--- config.mk ---
export PLATFORM = sky130hd
export DESIGN_NAME = dstack_seq
export DESIGN_NICKNAME = d
export VERILOG_FILES = /design/src/rtl/dstack_pkg.sv /design/src/rtl/dstack_ptr.sv /design/src/rtl/dstack_ctrl.sv /design/src/rtl/dstack_seq.sv
export SDC_FILE = /design/constraint.sdc
export NUM_CORES = 1
export LEC_CHECK = 0
export ABC_AREA = 1
export BUFFER_PORTS_ARGS = -buffer_cell sky130_fd_sc_hd__buf_2
export CAP_MARGIN = 20
export CORE_ASPECT_RATIO = 1.25
export CORE_MARGIN = 10
export CORE_UTILIZATION = 48
export CTS_CLUSTER_SIZE = 20
export DETAILED_ROUTE_END_ITERATION = 7
export GPL_ROUTABILITY_DRIVEN = 0
export PLACE_DENSITY = 0.77
export SLEW_MARGIN = 10
export SYNTH_ARGS = -nofsm -noshare
export SYNTH_HDL_FRONTEND = slang
export SYNTH_SLANG_ARGS = --single-unit
--- constraint.sdc ---
create_clock -name clk -period 1.8 [get_ports clk]
set_clock_uncertainty 0.2 [all_clocks]
set_input_delay 0.09 -clock clk [delete_from_list [all_inputs] [get_ports clk]]
set_output_delay 0.09 -clock clk [all_outputs]
set_load 0.1 [all_outputs]
--- src/rtl/dstack_pkg.sv ---
package dstack_pkg;

    typedef enum logic [2:0] {
        SQ_IDLE    = 3'd0,
        SQ_PUSH_HI = 3'd1,
        SQ_PUSH_LO = 3'd2,
        SQ_POP_LO  = 3'd3,
        SQ_POP_HI  = 3'd4
    } seq_state_e;

    typedef enum logic [1:0] {
        PTR_HOLD = 2'd0,
        PTR_LOAD = 2'd1,
        PTR_DEC  = 2'd2,
        PTR_INC  = 2'd3
    } ptr_op_e;

endpackage

--- src/rtl/dstack_ptr.sv ---
module dstack_ptr
    import dstack_pkg::*;
#(
    parameter int ADDR_W = 16
) (
    input  logic              clk,
    input  logic              rst_n,
    input  ptr_op_e           op,
    input  logic [ADDR_W-1:0] load_val,
    output logic [ADDR_W-1:0] sp_q,
    output logic [ADDR_W-1:0] sp_dec
);

    localparam logic [ADDR_W-1:0] ONE = ADDR_W'(1);

    typedef struct packed {
        logic [ADDR_W-1:0] sp;
    } ptr_t;

    ptr_t r_d, r_q;

    always_comb begin
        r_d = r_q;
        unique case (op)
            PTR_LOAD: r_d.sp = load_val;
            PTR_DEC:  r_d.sp = r_q.sp - ONE;
            PTR_INC:  r_d.sp = r_q.sp + ONE;
            default:  r_d.sp = r_q.sp;
        endcase
    end

    always_ff @(posedge clk or negedge rst_n) begin
        if (!rst_n) r_q <= '0;
        else        r_q <= r_d;
    end

    assign sp_q   = r_q.sp;
    assign sp_dec = r_q.sp - ONE;

    // wrap at the bottom of the address range
    p_dec_wrap_r5: assert property (@(posedge clk) disable iff (!rst_n)
        (op == PTR_DEC && sp_q == '0) |=> (&sp_q));

    // wrap at the top of the address range
    p_inc_wrap_r5: assert property (@(posedge clk) disable iff (!rst_n)
        (op == PTR_INC && (&sp_q)) |=> (sp_q == '0));

endmodule

--- src/rtl/dstack_ctrl.sv ---
module dstack_ctrl
    import dstack_pkg::*;
#(
    parameter int ADDR_W = 16,
    parameter int BYTE_W = 8
) (
    input  logic                clk,
    input  logic                rst_n,
    input  logic                push_req,
    input  logic                pop_req,
    input  logic                sp_load,
    input  logic [2*BYTE_W-1:0] push_word,
    input  logic [ADDR_W-1:0]   sp_q,
    input  logic [ADDR_W-1:0]   sp_dec,
    input  logic [BYTE_W-1:0]   mem_rdata,
    output ptr_op_e             ptr_op,
    output logic [ADDR_W-1:0]   mem_addr,
    output logic                mem_rd,
    output logic                mem_wr,
    output logic [BYTE_W-1:0]   mem_wdata,
    output logic                busy,
    output logic                done,
    output logic [2*BYTE_W-1:0] pop_word
);

    localparam int WORD_W = 2 * BYTE_W;

    typedef struct packed {
        seq_state_e         st;
        logic [WORD_W-1:0]  word;
        logic [BYTE_W-1:0]  lo;
        logic [WORD_W-1:0]  pop;
    } ctrl_t;

    ctrl_t c_d, c_q;

    always_comb begin
        c_d    = c_q;
        ptr_op = PTR_HOLD;
        unique case (c_q.st)
            SQ_IDLE: begin
                if (sp_load) begin
                    ptr_op = PTR_LOAD;
                end else if (push_req) begin
                    c_d.st   = SQ_PUSH_HI;
                    c_d.word = push_word;
                end else if (pop_req) begin
                    c_d.st = SQ_POP_LO;
                end
            end
            SQ_PUSH_HI: begin
                ptr_op = PTR_DEC;
                c_d.st = SQ_PUSH_LO;
            end
            SQ_PUSH_LO: begin
                ptr_op = PTR_DEC;
                c_d.st = SQ_IDLE;
            end
            SQ_POP_LO: begin
                ptr_op = PTR_INC;
                c_d.lo = mem_rdata;
                c_d.st = SQ_POP_HI;
            end
            SQ_POP_HI: begin
                ptr_op  = PTR_INC;
                c_d.pop = {mem_rdata, c_q.lo};
                c_d.st  = SQ_IDLE;
            end
            default: c_d.st = SQ_IDLE;
        endcase
    end

    always_ff @(posedge clk or negedge rst_n) begin
        if (!rst_n) c_q <= '{st: SQ_IDLE, default: '0};
        else        c_q <= c_d;
    end

    always_comb begin
        mem_wr    = (c_q.st == SQ_PUSH_HI) || (c_q.st == SQ_PUSH_LO);
        mem_rd    = (c_q.st == SQ_POP_LO)  || (c_q.st == SQ_POP_HI);
        mem_addr  = mem_wr ? sp_dec : sp_q;
        mem_wdata = (c_q.st == SQ_PUSH_HI) ? c_q.word[WORD_W-1:BYTE_W]
                                           : c_q.word[BYTE_W-1:0];
        busy      = (c_q.st != SQ_IDLE);
        done      = (c_q.st == SQ_PUSH_LO) || (c_q.st == SQ_POP_HI);
    end

    assign pop_word = c_q.pop;

    // high-byte write is always followed by the low-byte write
    p_push_pair_r3: assert property (@(posedge clk) disable iff (!rst_n)
        (c_q.st == SQ_PUSH_HI) |=> (c_q.st == SQ_PUSH_LO));

    // low-byte read is always followed by the high-byte read
    p_pop_pair_r4: assert property (@(posedge clk) disable iff (!rst_n)
        (c_q.st == SQ_POP_LO) |=> (c_q.st == SQ_POP_HI));

    // strobes exclusive
    p_strobe_excl_r9: assert property (@(posedge clk) disable iff (!rst_n)
        !(mem_rd && mem_wr));

    // no strobe while idle
    p_idle_quiet_r9: assert property (@(posedge clk) disable iff (!rst_n)
        !busy |-> (!mem_rd && !mem_wr));

    // completion only inside a sequence, and it ends the sequence
    p_done_in_busy_r6: assert property (@(posedge clk) disable iff (!rst_n)
        done |-> busy);

    p_done_ends_r6: assert property (@(posedge clk) disable iff (!rst_n)
        done |=> !busy);

endmodule

--- src/rtl/dstack_seq.sv ---
module dstack_seq
    import dstack_pkg::*;
#(
    parameter int ADDR_W = 16,
    parameter int BYTE_W = 8
) (
    input  logic                clk,
    input  logic                rst_n,
    input  logic                push_req,
    input  logic                pop_req,
    input  logic [2*BYTE_W-1:0] push_word,
    input  logic                sp_load,
    input  logic [ADDR_W-1:0]   sp_new,
    output logic [ADDR_W-1:0]   sp_value,
    output logic                busy,
    output logic                done,
    output logic [2*BYTE_W-1:0] pop_word,
    output logic [ADDR_W-1:0]   mem_addr,
    output logic                mem_rd,
    output logic                mem_wr,
    output logic [BYTE_W-1:0]   mem_wdata,
    input  logic [BYTE_W-1:0]   mem_rdata
);

    ptr_op_e           ptr_op;
    logic [ADDR_W-1:0] sp_dec;

    dstack_ptr #(.ADDR_W(ADDR_W)) u_ptr (
        .clk      (clk),
        .rst_n    (rst_n),
        .op       (ptr_op),
        .load_val (sp_new),
        .sp_q     (sp_value),
        .sp_dec   (sp_dec)
    );

    dstack_ctrl #(.ADDR_W(ADDR_W), .BYTE_W(BYTE_W)) u_ctrl (
        .clk       (clk),
        .rst_n     (rst_n),
        .push_req  (push_req),
        .pop_req   (pop_req),
        .sp_load   (sp_load),
        .push_word (push_word),
        .sp_q      (sp_value),
        .sp_dec    (sp_dec),
        .mem_rdata (mem_rdata),
        .ptr_op    (ptr_op),
        .mem_addr  (mem_addr),
        .mem_rd    (mem_rd),
        .mem_wr    (mem_wr),
        .mem_wdata (mem_wdata),
        .busy      (busy),
        .done      (done),
        .pop_word  (pop_word)
    );

    // second push write lands one byte below the first
    p_wr_addr_step_r3: assert property (@(posedge clk) disable iff (!rst_n)
        (mem_wr && !done) |=> (mem_wr && mem_addr == $past(mem_addr) - ADDR_W'(1)));

    // second pop read lands one byte above the first
    p_rd_addr_step_r4: assert property (@(posedge clk) disable iff (!rst_n)
        (mem_rd && !done) |=> (mem_rd && mem_addr == $past(mem_addr) + ADDR_W'(1)));

endmodule

==> impl_metrics.tcl, run 1 <==
set metrics [dict create \
    path_delay_family "simple AND/OR/NAND/NOR gates" \
    min_path_type "primary input to asynchronous set/reset pin" \
    htreeDepth 3 \
    cp.buffers_inverters 1 \
    wl_per_cell_um 30.9 \
    final_area_um2 7100 \
    critPathMaxStageDelay_ns 0.54 \
    hold_ws_ns 0.115 \
    slew_violations 0 \
    dieArea_um2 11700 \
    clk_latency_ns 0.37 \
    detailed_place_hpwl_um 8970 \
    synth_largest_area_cell "dfrtp_1" \
    synth_edf_count 0 \
    wl_um 25800 \
    max-cap-violations 0 \
    cpMaxStageDelayCell "dfrtp_4" \
    arrival_ns 2.21 \
    crit_type "register to output port" \
    die_h_um 118 \
    grt_first_pass_wirelength_um 27300 \
    fin_crit_sh_pct 139 \
    place_area_um2 5200 \
    first_pass_iters 6 \
    synthArstFlopShare_pct 100 \
    antenna_found_initial 0 \
    synth_most_common_cell "nand2_1" \
    cts_tree "built" \
    status "finished with violations" \
    syn_area_per_cell_um2 6.98 \
    crit_chain "nor2_4, nand2_2, nor2_4, xor2_2, nand2_2, o21ai_4, buf_12" \
    final_layout_size_suffix_gt1_share_pct 51.9 \
    synth_top_area_share_pct 39.6 \
    synth_top_cells_by_count "172 x nand2_1, 60 x inv_1, 59 x dfrtp_1, 57 x nor2_1, 52 x o21ai_0" \
    core_area_um2 7490 \
    relSlewSlack_pct 54.3 \
    fmax_ghz 0.399 \
    via_count 5655 \
    io_buffers 104 \
    worst_slack_ns -0.704 \
    clock_sinks 59 \
    startpoint_type "register" \
    cts_root_buf "clkbuf_8" \
    crit_required_ns 1.51 \
    grt_pass1_vias 5058 \
    rsz0062_at_grt "yes" \
    worst_setup_path_end_kind "output port" \
    syn2layout_area_growth_pct 90.7 \
    io_pins 105 \
    grt_util_all_layers_pct 29.0 \
    seq_area_frac_synth_pct 39.6 \
    fillers 192 \
    synthesis.nets 581 \
    drc 0 \
    diodes 0 \
    nets 784 \
    crit_fanout 6 \
    drt-vias-per-instance 6.78 \
    drt_iter0_markers 846 \
    finalSetupViolations 76 \
    grt_max_degree 28 \
    start_util_pct 49.7 \
    finalWorstPathRequiredPeriod_ns 2.50 \
    ys_ff_latch 59 \
    cts_inserted_buffers 9 \
    antenna_left 0 \
    ys.flop_type "dfrtp_1" \
    clk_pin_slew_ns 0.09 \
    hold_viol 0 \
    synth_area_leaders "dfrtp_1 40%, nand2_1 17%, o21ai_0 7.0%" \
    worst_pin_slew_ns 0.685 \
    synth_area_um2 3720 \
    die_w_um 98.8 \
    synth_warnings 0 \
    grt_overflow 0 \
    violations "setup timing" \
    rows 35 \
    cts_buffer_depth 2 \
    synth_cell_types 31 \
    netlist_instances 534 \
]
-- cell usage in the layout, fill, tap and decap left out, types with 5 or more instances in the layout --
cell type / Yosys / final
dfrtp_2: 0 / 6
inv_2: 1 / 8
buf_6: 4 / 22
o21ai_4: 0 / 23
dfrtp_4: 0 / 11
inv_1: 60 / 47
dfrtp_1: 59 / 42
nor2_1: 57 / 23
clkbuf_8: 0 / 10
o21ai_1: 2 / 8
nand3_4: 0 / 6
nand4_1: 5 / 5
dlygate4sd3_1: 0 / 45
nor2_2: 3 / 16
nand2_2: 2 / 38
o21ai_0: 52 / 21
buf_2: 7 / 74
nand2_1: 172 / 123
buf_12: 0 / 34
nand2_8: 0 / 8
buf_4: 17 / 42
a21oi_2: 0 / 7
nand3_1: 42 / 34
nand2_4: 3 / 11
nor2_4: 1 / 22
-- per-layer routing --
layer / wire length [µm] / global-route usage (%)
met1: 7570 / 31.0
met2: 11400 / 48.5
met3: 3850 / 7.69
met5: 0 / 0
met4: 2910 / 19.1
-- worst reg2reg max path: stages (launching register included) --
cell,delay (ns)
dfrtp_4,0.48
buf_4,0.22
nand2_1,0.10
nor2_1,0.25
nand2_1,0.21
o21ai_0,0.30
nand3_1,0.15
nand3_1,0.13
nand2_1,0.06
nand2_1,0.07
-- path summary, 6_finish.rpt --
path / startpoint / cells past startpoint / to / slack (ns)
min in group clk: u_ctrl.pop_word[5]$_DFFE_PN0N_ / 2 / u_ctrl.pop_word[5]$_DFFE_PN0N_ / 0.29
max in group asynchronous: rst_n / 3 / u_ctrl.c_q[40]$_DFFE_PN0P_ / 0.51
worst max register to register: u_ptr.sp_q[2]$_DFFE_PN0P_ / 9 / u_ptr.sp_q[11]$_DFFE_PN0P_ / -0.41
worst min register to register: u_ctrl.pop_word[5]$_DFFE_PN0N_ / 2 / u_ctrl.pop_word[5]$_DFFE_PN0N_ / 0.29
worst min-delay path: rst_n / 2 / u_ptr.sp_q[13]$_DFFE_PN0P_ / 0.12
worst max-delay path: u_ptr.sp_q[3]$_DFFE_PN0P_ / 7 / mem_addr[6] / -0.70
-- cell type report --
| type | instances | area (µm²) | area share [%] |
|---|---|---|---|
| sequential | 59 | 1530 | 21.5 |
| clock inverter | 6 | 88.8 | 1.25 |
| inverter | 62 | 270 | 3.80 |
| clock buffer | 10 | 138 | 1.94 |
| timing repair buffer | 225 | 2220 | 31.2 |
| multi-input combinational | 379 | 2740 | 38.5 |
| timing repair inverter | 1 | 8.76 | 0.123 |
| tap | 92 | 115 | 1.62 |
-- repair_timing --
| action | 4_1_cts | 5_1_grt |
|---|---|---|
| setup endpoints to repair | 42 | 72 |
| cloned | 5 | 4 |
| resized for setup | 76 | 138 |
| pin swaps | 24 | 46 |
| hold buffers | 45 | 0 |
| buffers inserted | 26 | 17 |
| endpoints found under the hold margin | 75 | 0 |
-- kinds of logic after synthesis --
family | share of synthesized area (%)
AOI/OAI and AO/OA | 9.27
buffers and inverters | 12.8
DFF | 39.6
adders and majority gates | 0.672
muxes | 2.82
xor gates and xnor gates | 1.65
and+or+nand+nor | 33.2
-- sequential cells by signal, indices dropped and copies added (netlist names) --
register	cells
u_ctrl.c_q	27
u_ptr.sp_q	16
u_ctrl.pop_word	16
-- metrics by stage --
stage	setup WS, ns	util (%)	setup TNS (ns)	cells
2_1_floorplan	-0.171	-	-2.14	534
3_3_place_gp	-0.0100	69.4	-0.0100	724
3_5_place_dp	-0.0546	69.4	-0.150	724
4_1_cts	-0.345	86.5	-7.54	816
5_1_grt	-0.695	94.9	-23.02	834
6_report	-0.704	94.9	-21.34	834
Power of run 1 is left out: the tool's default activity adds up to more than one toggle a clock period on the data nets, which glitch-free logic cannot reach.
==> run 2: changes to the inputs <==
--- a/config.mk
+++ b/config.mk
@@ -5,16 +5,14 @@
 export SDC_FILE = /design/constraint.sdc
 export NUM_CORES = 1
 export LEC_CHECK = 0
-export ABC_AREA = 1
 export BUFFER_PORTS_ARGS = -buffer_cell sky130_fd_sc_hd__buf_2
 export CAP_MARGIN = 20
 export CORE_ASPECT_RATIO = 1.25
 export CORE_MARGIN = 10
-export CORE_UTILIZATION = 48
+export CORE_UTILIZATION = 47
 export CTS_CLUSTER_SIZE = 20
 export DETAILED_ROUTE_END_ITERATION = 7
-export GPL_ROUTABILITY_DRIVEN = 0
-export PLACE_DENSITY = 0.77
+export PLACE_DENSITY = 0.76
 export SLEW_MARGIN = 10
 export SYNTH_ARGS = -nofsm -noshare
 export SYNTH_HDL_FRONTEND = slang
==> run 2 against run 1 <==
Net effect: the flow now stops in global routing (5_1_grt); area after synthesis shrank 3.0%; synthesized cell count shrank 29%.
==> impl_metrics.tcl, run 2 <==
set metrics [dict create \
    synth_warnings 0 \
    start_util_pct 48.5 \
    grt_max_degree 29 \
    clock_sinks 59 \
    htreeDepth 3 \
    status "stopped before the end" \
    die_w_um 98.4 \
    worstEpCategory "top-level output" \
    synth_cell_types 59 \
    synthesis.nets 428 \
    synth_area_leaders "dfrtp_1 41%, mux2_1 7.5%, nand2_1 5.4%" \
    worst_endpoint "mem_addr[7]" \
    synth_area_um2 3610 \
    seq_area_frac_synth_pct 40.9 \
    die_h_um 118 \
    io_buffers 104 \
    cts_root_buf "clkbuf_8" \
    gp_congestion 0.881 \
    rows 35 \
    netlist_instances 381 \
    place_inst 622 \
    ys_ff_latch 59 \
    synth_edf_count 0 \
    synth_most_common_cell "dfrtp_1" \
    synthArstFlopShare_pct 100 \
    synth_top_cells_by_count "59 x dfrtp_1, 52 x nand2_1, 24 x mux2_1, 19 x nor2_1" \
    synth_largest_area_cell "dfrtp_1" \
    place_ws_ns -0.448 \
    detailed_place_hpwl_um 9210 \
    ys.flop_type "dfrtp_1" \
    syn_area_per_cell_um2 9.48 \
    cts_inserted_buffers 9 \
    synth_top_area_share_pct 40.9 \
    io_pins 105 \
    haltStage "global routing (5_1_grt)" \
    stop_error "[ERROR DPL-0038] Utilization greater than 100%, impossible to legalize" \
    cts_buffer_depth 2 \
]
## run 2: cell count changes after synthesis, moves of 9 or more
cell,delta
nand2_1,-120
inv_1,-54
o21ai_0,-42
nor2_1,-38
nand3_1,-34
mux2_1,+24
xnor2_1,+15
mux2_2,+12
o21ai_1,+9
## run 2: what timing repair did
item                                    in CTS
pin swaps                                   43
cloned                                       3
endpoints found under the hold margin      105
hold buffers                                40
setup buffers                               50
endpoints found under the setup margin      76
resized for setup                          117
## run 2: logic make-up after synthesis
kind of cell,count (synthesis),share of synthesized area [%]
compound gates,68,12.2
xor+xnor,25,6.06
fa+ha+maj,2,0.693
buf+inv,53,8.04
flops,59,40.9
mux,42,13.0
simple gates,132,19.2
## run 2: through the flow
step | cell area [µm²] | TNS (ns)
after CTS | 7230 | -21.70
after detailed placement | 5750 | -11.80
after global placement | 5750 | -9.42
after floorplan | 4320 | -16.38
==> run 3: changes to the inputs <==
--- a/config.mk
+++ b/config.mk
@@ -7,12 +7,10 @@
 export LEC_CHECK = 0
 export BUFFER_PORTS_ARGS = -buffer_cell sky130_fd_sc_hd__buf_2
 export CAP_MARGIN = 20
-export CORE_ASPECT_RATIO = 1.25
 export CORE_MARGIN = 10
-export CORE_UTILIZATION = 47
-export CTS_CLUSTER_SIZE = 20
+export CORE_UTILIZATION = 35
 export DETAILED_ROUTE_END_ITERATION = 7
-export PLACE_DENSITY = 0.76
+export PLACE_DENSITY_LB_ADDON = 0.15
 export SLEW_MARGIN = 10
 export SYNTH_ARGS = -nofsm -noshare
 export SYNTH_HDL_FRONTEND = slang
==> constraint.sdc (replaced) <==
create_clock -name clk -period 2.35 [get_ports clk]
set_clock_uncertainty 0.2 [all_clocks]
set_input_delay 0.1175 -clock clk [delete_from_list [all_inputs] [get_ports clk]]
set_output_delay 0.1175 -clock clk [all_outputs]
set_load 0.1 [all_outputs]
==> run 3 against run 2 <==
Net effect: the flow now finishes, with violations (setup timing); area after synthesis did not move; synthesized cell count unchanged.
==> impl_metrics.tcl, run 3 <==
set metrics [dict create \
    rr_startpoint "u_ptr.sp_q[0]$_DFFE_PN0P_" \
    crit_type "register to output port" \
    finalSetupViolations 11 \
    wl_um 11300 \
    hold-path-endpoint "u_ctrl.c_q[41]$_DFFE_PN0P_" \
    die_w_um 122 \
    syn_area_per_cell_um2 9.48 \
    grt_overflow 0 \
    core_area_um2 10200 \
    violations "setup timing" \
    seq_area_frac_synth_pct 40.9 \
    relSlewSlack_pct 64.3 \
    cts_inserted_buffers 9 \
    layout.cells.most_common_list "78 x buf_2, 63 x buf_4, 45 x nand2_1" \
    first_pass_iters 4 \
    synth_area_um2 3610 \
    grt_first_pass_wirelength_um 18500 \
    worst_setup_path_end_kind "output port" \
    synth_cell_types 59 \
    cts_buffer_depth 2 \
    cts_root_buf "clkbuf_8" \
    io_buffers 104 \
    antenna_found_initial 1 \
    hp-start "sp_load" \
    rsz0062_at_grt "yes" \
    dieArea_um2 14800 \
    via_count 3434 \
    synthesis.nets 428 \
    cts_tree "built" \
    synth_area_leaders "dfrtp_1 41%, mux2_1 7.5%, nand2_1 5.4%" \
    drc 0 \
    grt_max_degree 24 \
    htreeDepth 3 \
    regToRegSetupSlack_ns 0.03 \
    largest_reg_flops 27 \
    synth_top_cells_by_count "59 x dfrtp_1, 52 x nand2_1, 24 x mux2_1, 19 x nor2_1" \
    regMostFlops "u_ctrl.c_q" \
    synth_top_area_share_pct 40.9 \
    fmax_ghz 0.390 \
    nets 604 \
    clock_sinks 59 \
    detailed_place_hpwl_um 8330 \
    synth_warnings 0 \
    synthArstFlopShare_pct 100 \
    ys_ff_latch 59 \
    startpoint_type "register" \
    r2r-end "u_ptr.sp_q[12]$_DFFE_PN0P_" \
    clk_latency_ns 0.33 \
    worst_r2r_path_depth 10 \
    slew_violations 0 \
    layout_commonest_cell "buf_2" \
    ys.flop_type "dfrtp_1" \
    synth_largest_area_cell "dfrtp_1" \
    worst_slack_ns -0.215 \
    wl_per_cell_um 16.2 \
    hold_viol 0 \
    start_util_pct 35.5 \
    max-cap-violations 0 \
    crit_fanout 4 \
    fillers 892 \
    place_ws_ns 0.0626 \
    grt_pass1_vias 3663 \
    clk_pin_slew_ns 0.07 \
    status "finished with violations" \
    final_layout_size_suffix_gt1_share_pct 48.6 \
    die_h_um 122 \
    fin_crit_sh_pct 109 \
    grt_util_all_layers_pct 15.4 \
    antenna_left 0 \
    arrival_ns 2.25 \
    io_pins 105 \
    crit_required_ns 2.03 \
    synth_most_common_cell "dfrtp_1" \
    drt-vias-per-instance 4.91 \
    syn2layout_area_growth_pct 64.8 \
    netlist_instances 381 \
    worst_pin_slew_ns 0.536 \
    rows 37 \
    drt_iter0_markers 132 \
    synth_edf_count 0 \
    hold_depth 4 \
    finalWorstPathRequiredPeriod_ns 2.56 \
    min_path_type "primary input to register" \
    gp_congestion 0.797 \
]
==> run 3: cell counts after synthesis <==
Identical to the previous run, type by type.
==> run 3: repair_timing <==
| item | in CTS | in global routing |
|---|---|---|
| hold buffers | 40 | 0 |
| pin swaps | 12 | 6 |
| setup buffers | 13 | 14 |
| endpoints found under the hold margin | 88 | 0 |
| setup endpoints to repair | 23 | 23 |
| resized for setup | 19 | 33 |
==> run 3: cells by family (layout without fill, tap and decap cells) <==
| family | count (synthesis) | count (layout) | share of synthesized area (%) |
|---|---|---|---|
| AOI/OAI and AO/OA | 68 | 68 | 12.2 |
| xor gates and xnor gates | 25 | 25 | 6.06 |
| adders and majority gates | 2 | 2 | 0.693 |
| buffers and inverters | 53 | 234 | 8.04 |
| DFF | 59 | 59 | 40.9 |
| muxes | 42 | 42 | 13.0 |
| other | 0 | 1 | 0 |
| and+or+nand+nor | 132 | 132 | 19.2 |
==> run 3: critical path: stages, from the launching register on <==
cell	delay, ns
dfrtp_4	0.51
or4_4	0.56
nor2_4	0.16
and3_4	0.27
nand2_4	0.08
xnor2_4	0.15
buf_12	0.19
==> run 3: worst max path at each step <==
stage	start	endpoint	slack (ns)	cells past startpoint
after floorplan	u_ptr.sp_q[5]$_DFFE_PN0P_	mem_addr[15]	-0.47	6
after global placement	u_ptr.sp_q[1]$_DFFE_PN0P_	mem_addr[15]	0.07	6
after detailed placement	u_ptr.sp_q[1]$_DFFE_PN0P_	mem_addr[13]	0.06	6
after CTS	u_ptr.sp_q[1]$_DFFE_PN0P_	mem_addr[15]	-0.29	6
after global routing	u_ptr.sp_q[3]$_DFFE_PN0P_	mem_addr[13]	-0.29	6
final	u_ptr.sp_q[1]$_DFFE_PN0P_	mem_addr[15]	-0.21	6
==> run 3: metrics by stage <==
stage	util (%)	instance area, µm²	hold WS (ns)	setup TNS (ns)	cells
after floorplan	-	4010	-0.378	-3.62	381
after global placement	49.3	5020	-0.0732	0	617
after detailed placement	49.3	5020	-0.0705	0	617
after CTS	56.6	5770	0.0298	-1.87	686
after global routing	58.4	5950	0.0560	-2.42	698
final	58.5	5950	0.0441	-1.37	699
==> run 3: area by class of cell <==
class	instances	area (µm²)	share of cell area, %
sequential	59	1520	25.5
tap	136	170	2.86
timing repair buffer	209	1770	29.8
multi-input combinational	269	2270	38.1
inverter	9	46.3	0.778
antenna	1	2.50	0.0420
clock buffer	10	138	2.31
clock inverter	6	40.0	0.673
==> run 3: routing by layer <==
layer / vias up / GRT usage (%) / wire length [µm]
met2: 90 / 24.9 / 5550
li1: 1692 / - / -
met3: 9 / 5.78 / 849
met4: 0 / 5.07 / 141
met5: - / 0 / 0
met1: 1643 / 18.6 / 4760
Power of run 3 is left out for the same reason.
